File: src/rtl/tpc_pkg.sv
package tpc_pkg;
  localparam int CH_W = 3;

  localparam logic [CH_W-1:0] CH_TEMP_LO = 3'b000;
  localparam logic [CH_W-1:0] CH_YPOS    = 3'b001;
  localparam logic [CH_W-1:0] CH_BATT    = 3'b010;
  localparam logic [CH_W-1:0] CH_Z1      = 3'b011;
  localparam logic [CH_W-1:0] CH_Z2      = 3'b100;
  localparam logic [CH_W-1:0] CH_XPOS    = 3'b101;
  localparam logic [CH_W-1:0] CH_AUX     = 3'b110;
  localparam logic [CH_W-1:0] CH_TEMP_HI = 3'b111;

  typedef struct packed {
    logic xp;
    logic xn;
    logic yp;
    logic yn;
  } drv_t;

  function automatic logic is_touch_ch(input logic [CH_W-1:0] a);
    return (a == CH_YPOS) || (a == CH_Z1) || (a == CH_Z2) || (a == CH_XPOS);
  endfunction

  function automatic logic is_diode_ch(input logic [CH_W-1:0] a);
    return (a == CH_TEMP_LO) || (a == CH_TEMP_HI);
  endfunction

  function automatic drv_t touch_drivers(input logic [CH_W-1:0] a);
    drv_t d;
    d = '0;
    case (a)
      CH_YPOS: begin d.yp = 1'b1; d.yn = 1'b1; end
      CH_XPOS: begin d.xp = 1'b1; d.xn = 1'b1; end
      CH_Z1, CH_Z2: begin d.yp = 1'b1; d.xn = 1'b1; end
      default: d = '0;
    endcase
    return d;
  endfunction
endpackage

File: src/rtl/tpc_state.sv
module tpc_state
  import tpc_pkg::*;
#(
  parameter logic RST_ADC_ON = 1'b1
) (
  input  logic            clk,
  input  logic            rst_n,
  input  logic            cfg_load,
  input  logic [CH_W-1:0] cfg_addr,
  input  logic            cfg_sgl,
  input  logic [1:0]      cfg_pd,
  input  logic            busy_rise,
  input  logic            conv_end,
  output logic [CH_W-1:0] act_addr,
  output logic            act_sgl,
  output logic            act_pd0,
  output logic            in_meas,
  output logic            pen_armed,
  output logic            ref_en
);
  logic pend_ref;

  always_ff @(posedge clk or negedge rst_n) begin
    if (!rst_n) begin
      act_addr  <= CH_AUX;
      act_sgl   <= 1'b1;
      act_pd0   <= RST_ADC_ON;
      pend_ref  <= 1'b0;
      in_meas   <= 1'b0;
      pen_armed <= 1'b0;
      ref_en    <= 1'b0;
    end else begin
      if (cfg_load) begin
        act_addr  <= cfg_addr;
        act_sgl   <= cfg_sgl;
        act_pd0   <= cfg_pd[0];
        pend_ref  <= cfg_pd[1];
        in_meas   <= 1'b1;
        pen_armed <= 1'b0;
      end else if (conv_end && in_meas) begin
        in_meas   <= 1'b0;
        pen_armed <= ~act_pd0;
      end
      if (busy_rise) ref_en <= pend_ref;
    end
  end
endmodule

File: src/rtl/tpc_drive.sv
module tpc_drive
  import tpc_pkg::*;
#(
  parameter logic RST_ADC_ON = 1'b1
) (
  input  logic            clk,
  input  logic            rst_n,
  input  logic [CH_W-1:0] act_addr,
  input  logic            act_sgl,
  input  logic            act_pd0,
  input  logic            in_meas,
  input  logic            pen_armed,
  input  logic            ph_acq,
  input  logic            ph_conv,
  output logic            drv_xp,
  output logic            drv_xn,
  output logic            drv_yp,
  output logic            drv_yn,
  output logic            diode_bias_en,
  output logic            diode_hi_bias,
  output logic            bat_div_en,
  output logic            adc_pwr_en
);
  logic acq_now, conv_now, drive_window, yn_ground;
  drv_t drv_nx;

  assign acq_now      = in_meas & ph_acq;
  assign conv_now     = in_meas & ph_conv;
  assign drive_window = acq_now | (conv_now & ~act_sgl);
  assign yn_ground    = ~in_meas & pen_armed;

  always_comb begin
    drv_nx = '0;
    if (drive_window && is_touch_ch(act_addr)) drv_nx = touch_drivers(act_addr);
    drv_nx.yn = drv_nx.yn | yn_ground;
  end

  always_ff @(posedge clk or negedge rst_n) begin
    if (!rst_n) begin
      drv_xp        <= 1'b0;
      drv_xn        <= 1'b0;
      drv_yp        <= 1'b0;
      drv_yn        <= 1'b0;
      diode_bias_en <= 1'b0;
      diode_hi_bias <= 1'b0;
      bat_div_en    <= 1'b0;
      adc_pwr_en    <= RST_ADC_ON;
    end else begin
      drv_xp        <= drv_nx.xp;
      drv_xn        <= drv_nx.xn;
      drv_yp        <= drv_nx.yp;
      drv_yn        <= drv_nx.yn;
      diode_bias_en <= acq_now & is_diode_ch(act_addr);
      diode_hi_bias <= acq_now & (act_addr == CH_TEMP_HI);
      bat_div_en    <= acq_now & (act_addr == CH_BATT);
      adc_pwr_en    <= act_pd0 | in_meas;
    end
  end
endmodule

File: src/rtl/tpc_pen.sv
module tpc_pen
  import tpc_pkg::*;
(
  input  logic            clk,
  input  logic            rst_n,
  input  logic [CH_W-1:0] act_addr,
  input  logic            in_meas,
  input  logic            pen_armed,
  input  logic            pen_touch_n,
  output logic            pen_irq_n,
  output logic            xp_pullup_en
);
  logic pen_nx;

  always_comb begin
    if (in_meas)        pen_nx = ~is_touch_ch(act_addr);
    else if (pen_armed) pen_nx = pen_touch_n;
    else                pen_nx = 1'b1;
  end

  always_ff @(posedge clk or negedge rst_n) begin
    if (!rst_n) begin
      pen_irq_n    <= 1'b1;
      xp_pullup_en <= 1'b0;
    end else begin
      pen_irq_n    <= pen_nx;
      xp_pullup_en <= ~in_meas & pen_armed;
    end
  end
endmodule

File: src/rtl/touch_pwr_ctl.sv
module touch_pwr_ctl
  import tpc_pkg::*;
#(
  parameter logic RST_ADC_ON = 1'b1
) (
  input  logic            clk,
  input  logic            rst_n,
  input  logic            cfg_load,
  input  logic [CH_W-1:0] cfg_addr,
  input  logic            cfg_sgl,
  input  logic [1:0]      cfg_pd,
  input  logic            ph_acq,
  input  logic            ph_conv,
  input  logic            busy_rise,
  input  logic            conv_end,
  input  logic            pen_touch_n,
  output logic            drv_xp,
  output logic            drv_xn,
  output logic            drv_yp,
  output logic            drv_yn,
  output logic            diode_bias_en,
  output logic            diode_hi_bias,
  output logic            bat_div_en,
  output logic            ref_en,
  output logic            adc_pwr_en,
  output logic            xp_pullup_en,
  output logic            pen_irq_n
);
  logic [CH_W-1:0] act_addr;
  logic            act_sgl, act_pd0, in_meas, pen_armed;

  tpc_state #(.RST_ADC_ON(RST_ADC_ON)) u_state (
    .clk(clk), .rst_n(rst_n), .cfg_load(cfg_load), .cfg_addr(cfg_addr),
    .cfg_sgl(cfg_sgl), .cfg_pd(cfg_pd), .busy_rise(busy_rise), .conv_end(conv_end),
    .act_addr(act_addr), .act_sgl(act_sgl), .act_pd0(act_pd0), .in_meas(in_meas),
    .pen_armed(pen_armed), .ref_en(ref_en)
  );

  tpc_drive #(.RST_ADC_ON(RST_ADC_ON)) u_drive (
    .clk(clk), .rst_n(rst_n), .act_addr(act_addr), .act_sgl(act_sgl),
    .act_pd0(act_pd0), .in_meas(in_meas), .pen_armed(pen_armed),
    .ph_acq(ph_acq), .ph_conv(ph_conv),
    .drv_xp(drv_xp), .drv_xn(drv_xn), .drv_yp(drv_yp), .drv_yn(drv_yn),
    .diode_bias_en(diode_bias_en), .diode_hi_bias(diode_hi_bias),
    .bat_div_en(bat_div_en), .adc_pwr_en(adc_pwr_en)
  );

  tpc_pen u_pen (
    .clk(clk), .rst_n(rst_n), .act_addr(act_addr), .in_meas(in_meas),
    .pen_armed(pen_armed), .pen_touch_n(pen_touch_n),
    .pen_irq_n(pen_irq_n), .xp_pullup_en(xp_pullup_en)
  );
endmodule

File: config.mk
export PLATFORM = sky130hd
export DESIGN_NAME = touch_pwr_ctl
export DESIGN_NICKNAME = d
export VERILOG_FILES = /design/src/rtl/tpc_pkg.sv /design/src/rtl/tpc_state.sv /design/src/rtl/tpc_drive.sv /design/src/rtl/tpc_pen.sv /design/src/rtl/touch_pwr_ctl.sv
export SDC_FILE = /design/constraint.sdc
export NUM_CORES = 1
export LEC_CHECK = 0
export ABC_AREA = 1
export BUFFER_PORTS_ARGS = -buffer_cell sky130_fd_sc_hd__clkbuf_2
export CORE_MARGIN = 5
export CORE_UTILIZATION = 34
export CTS_CLUSTER_DIAMETER = 50
export DETAILED_ROUTE_END_ITERATION = 8
export GPL_TIMING_DRIVEN = 1
export REMOVE_ABC_BUFFERS = 1
export SLEW_MARGIN = 20
export SYNTH_ARGS = -nofsm -noshare
export SYNTH_HDL_FRONTEND = slang
export SYNTH_HIERARCHICAL = 1
export SYNTH_SLANG_ARGS = --single-unit
File: constraint.sdc
create_clock -name clk -period 1 [get_ports clk]
set_input_delay 0.05 -clock clk [delete_from_list [all_inputs] [get_ports clk]]
set_output_delay 0.05 -clock clk [all_outputs]
set_load 0.01 [all_outputs]
Word-level counts from Yosys, hierarchy flattened
Index checks and enable logic that the tools add are counted.
Word-level totals
  flip-flop bits (word level): 19
  input bits: 14
  output and inout port bits: 11
  word-level logic and storage cells: 58
Cells by class
  equality and inequality tests: 6
  muxes and demuxes: 11
  bitwise operators: 14
  reduce and logical (&&, ||, !) cells: 10
Operators by type and width (number)
  $mux W1: 10
  $eq A3 B3 Y1 const B: 3
  $and A1 B1 Y1: 7
  $eq A3 B2 Y1 const B: 2
  $reduce_or A3 Y1: 2
  $logic_or A1 B1 Y1: 4
  $mux W4: 1
  $not A1 Y1: 4
  $eq A3 B1 Y1 const B: 1
  $logic_not A3 Y1: 1
  $or A1 B1 Y1: 3
  $logic_and A1 B1 Y1: 2
  $reduce_bool A2 Y1: 1

Logic depth before layout (Yosys ltp)
  word-level depth: 7
  mapped depth: 5
  mapped depth without buffers: 5

Modules after synthesis
Netlist, hierarchy kept.
Modules (own cells, without submodules)
  tpc_state: instances 1, cells an instance 38, area an instance 354.1 um^2, sequential area each 230.2 um^2
  tpc_drive: instances 1, cells an instance 39, area an instance 336.6 um^2, sequential area each 201.4 um^2
  tpc_pen: instances 1, cells an instance 10, area an instance 87.6 um^2, sequential area each 51.3 um^2

Worst setup path before layout
OpenSTA, ideal clock, no wires.
  path type: register -> register
  start point: register u_state.act_addr[1]
  end point: register u_drive.drv_xn
  setup time: 118 ps
  arrival time: 841 ps
  required time: 882 ps
  path slack: 42 ps
  cell stages (with the launch flop): 6
  path buffers: 0
  clock period less this slack: 958 ps
  cell sequence: dfstp_2 > inv_1 > nand3_1 > nand2_1 > nand2_1 > nand2_1
RTL lines
  from (decl): RTL line tpc_state.sv:14  | output logic [CH_W-1:0] act_addr,
  from (signal assigned): RTL line tpc_state.sv:34  | act_addr <= cfg_addr;
  to (signal assigned): RTL line tpc_drive.sv:50  | drv_xn <= drv_nx.xn;
  to (decl): RTL line tpc_drive.sv:16  | output logic drv_xn,

==> run metrics <==
post-synthesis cell type with the largest combined area dfrtp_1; outcome complete, but fails checks; class of the tightest hold or removal check in2reg; maximum root-to-sink buffer count 2; global-route total usage across every layer 0.106; number of sinks on the clock net 19; Peak VDD IR 830 µV; endpoint of the worst-slack reg-to-reg timing path u_drive/drv_xn; # nets final between 100 and 150; number of buffers created by CTS 3; first-pass iteration count of the detailed router 4; worst-case reg-to-reg path depth 5; setup slack after layout -0.0269 ns; number of flip-flops and latches in the synthesized netlist 19; clock tree root driver cell clkbuf_4; Util after Layout 0.504; Ant. Diodes 0; Setup Slack @ Placement -0.0192 ns; overflow left after global routing 0; total wirelength of the detailed-routed design 1750 µm; endpoint type of the worst setup path register; standard cell with the maximum stage delay on the critical path dfstp_2; Critical Path AT 1.27 ns; Max Fanout on Critical Path 5; DRT iter0 DRCs 6; Most Crowded Layer GR met2; routing usage on met2 0.195; starting utilization of the core area 0.355; drt wl/cell 11.2 µm; number of hold violations in the final report 0; cell chain of the critical path buf_6 > nand3_2 > nand2_2 > nand2_2 > nand2_1; GRT met1 Usage 0.118; Worst slew margin 0.695; clock input transition at the sequential cells of the worst setup and hold paths 0.11 ns; floorplan die height 57.8 µm; synth unique cells 15; Critical R2R Launch u_state/act_addr[2]; vias per std cell about 4.4; port buffer count 24; sequential area share after synthesis 0.621; core area 0.00219 mm²; Syn Area/Cell 8.95 µm²; share of the synthesized area in the top cell type 0.418; CP Launch Type register; stages on the worst setup path 5; Critical Path RT approximately 1.2 ns; placed insts 140; routability cong. roughly 0.76; highest achievable clock rate 0.974 GHz; number of slew-limit violations in the final report 0; placement row count 17; post-synthesis to final-layout area growth 42.0%; placed wire-length estimate 1120 µm; power density over the cells 1420 mW/mm²; Critical Path End u_drive/drv_xn; violations in the final reports negative setup slack; clock tree from TritonCTS done; max-cap check violation count 0; global-route met3 utilization 0.0245; vias after detailed routing 682; most common library cell in the layout ignoring fill and taps nand2_1; cells after synthesis just under 90; share of post-route cells with drive strength above 1 0.383; total number of H-tree levels 1; transition time at the pin with the least slew margin around 0.46 ns; die width 57.8 µm; non-filler instance count after layout 156; skew final 0.0104 ns; Yosys warnings 6; first-pass GRT wire length 2830 µm; most frequent cells in the layout nand2_1, clkbuf_2, dfrtp_1, nor2_1, dlygate4sd3_1; number of flip-flops in the largest register 3; startpoint-to-endpoint class of the critical path reg2reg; minimum setup slack among reg-to-reg paths -0.03 ns; critical path's largest stage delay 0.58 ns; part of the cycle the worst path needs 1.03; total DRC errors in the routed layout 0; category of cells accounting for the largest share of critical-path delay flip-flops; number of antenna violations at the first check in global routing 0; maximum number of pins on one net before global-route repair 20; CP most frequent cell nand2_2; LEAKAGE 0.609 nW; number of global-route vias before repair 708; critical path startpoint u_state/act_addr[2]; clock latency reported for the late side of the worst-skew pair 0.29 ns; residual antenna-violating net count after detailed routing 0; Critical path buffers and inverters 1; register with the most flip-flops u_state/act_addr; RSZ-0062 raised after global routing true; area of the mapped netlist 778 µm²; largest cells by area after synthesis dfrtp_1, dfstp_2, nand2_1, nor2_1, inv_1; area of the die about 0.0033 mm²; final number of setup-violating endpoints 2; I/O pin count 25; minimum period implied by the final worst setup slack ~1 ns
metrics by stage:
step / setup TNS [ns] / hold WS (ns) / cell area [µm²] / power (mW)
2_1_floorplan: 0 / -0.246 / 767 / 1.01
3_5_place_dp: -0.0314 / 0.0185 / 937 / 1.13
6_report: -0.0426 / 0.00643 / 1100 / 1.57
3_3_place_gp: 0 / 0.0149 / 937 / 1.12
4_1_cts: 0 / 0.00465 / 1080 / 1.55
5_1_grt: -0.368 / 0.0370 / 1100 / 1.67
worst min-delay path by stage:
stage / from / end / slack, ns / cells after the start
after floorplan: rst_n / u_drive/bat_div_en / -0.25 / 0
after global placement: rst_n / u_drive/drv_yn / 0.01 / 1
after detailed placement: rst_n / u_drive/drv_yn / 0.02 / 1
after CTS: pen_touch_n / u_pen/pen_irq_n / 0.005 / 3
after global routing: pen_touch_n / u_pen/pen_irq_n / 0.04 / 3
final: pen_touch_n / u_pen/pen_irq_n / 0.006 / 3
power by group:
group	switching [mW]	leakage, nW	internal [mW]
clock	0.227	0.0150	0.155
combinational	0.156	0.362	0.141
sequential	0.0413	0.231	0.846
total	0.424	0.609	1.14
worst min-delay path, delay by kind of cell:
kind | cells | cell delay (ns)
simple gates | 2 | 0.13
buf+inv | 1 | 0.09
metal layers:
layer  up-vias  routed length (µm)
met1       312                 677
met5         -                   0
li1        348                   -
met2        20                 929
met4         0                  27
met3         2                 118
synthesized netlist by cell type:
library cell and count:
dfrtp_1 13, nor3_1 1, nor3_2 2, inv_2 1, or2_2 1, dfstp_2 6
o21ai_1 3, nand2_1 31, inv_1 9, nand2_2 1, buf_6 1, nand3_1 5
a21oi_1 1, inv_4 1, nor2_1 11
timing repair:
item	in CTS	in global routing
gates resized for setup	3	9
pin swaps	0	5
buffers inserted	3	0
hold endpoints to repair	21	0
endpoints found under the setup margin	2	10
hold buffers	9	0
final cells by class:
type | instances | area [µm²]
flip-flops and latches | 19 | 483
fillers | 213 | 1090
repair buffers | 38 | 264
well taps | 28 | 35.0
multi-input cells | 56 | 253
clock buffers | 4 | 26.3
inverters | 11 | 43.8
cell families (layout without fill, tap and decap cells):
logic type / count (synthesis) / count (layout) / share of synthesized area
buffers and inverters: 12 / 53 / 0.0707
AND/OR/NAND/NOR: 52 / 52 / 0.283
AO/OA/AOI/OAI: 4 / 4 / 0.0257
flip-flops: 19 / 19 / 0.621
Power figures use the tool's default switching activity.
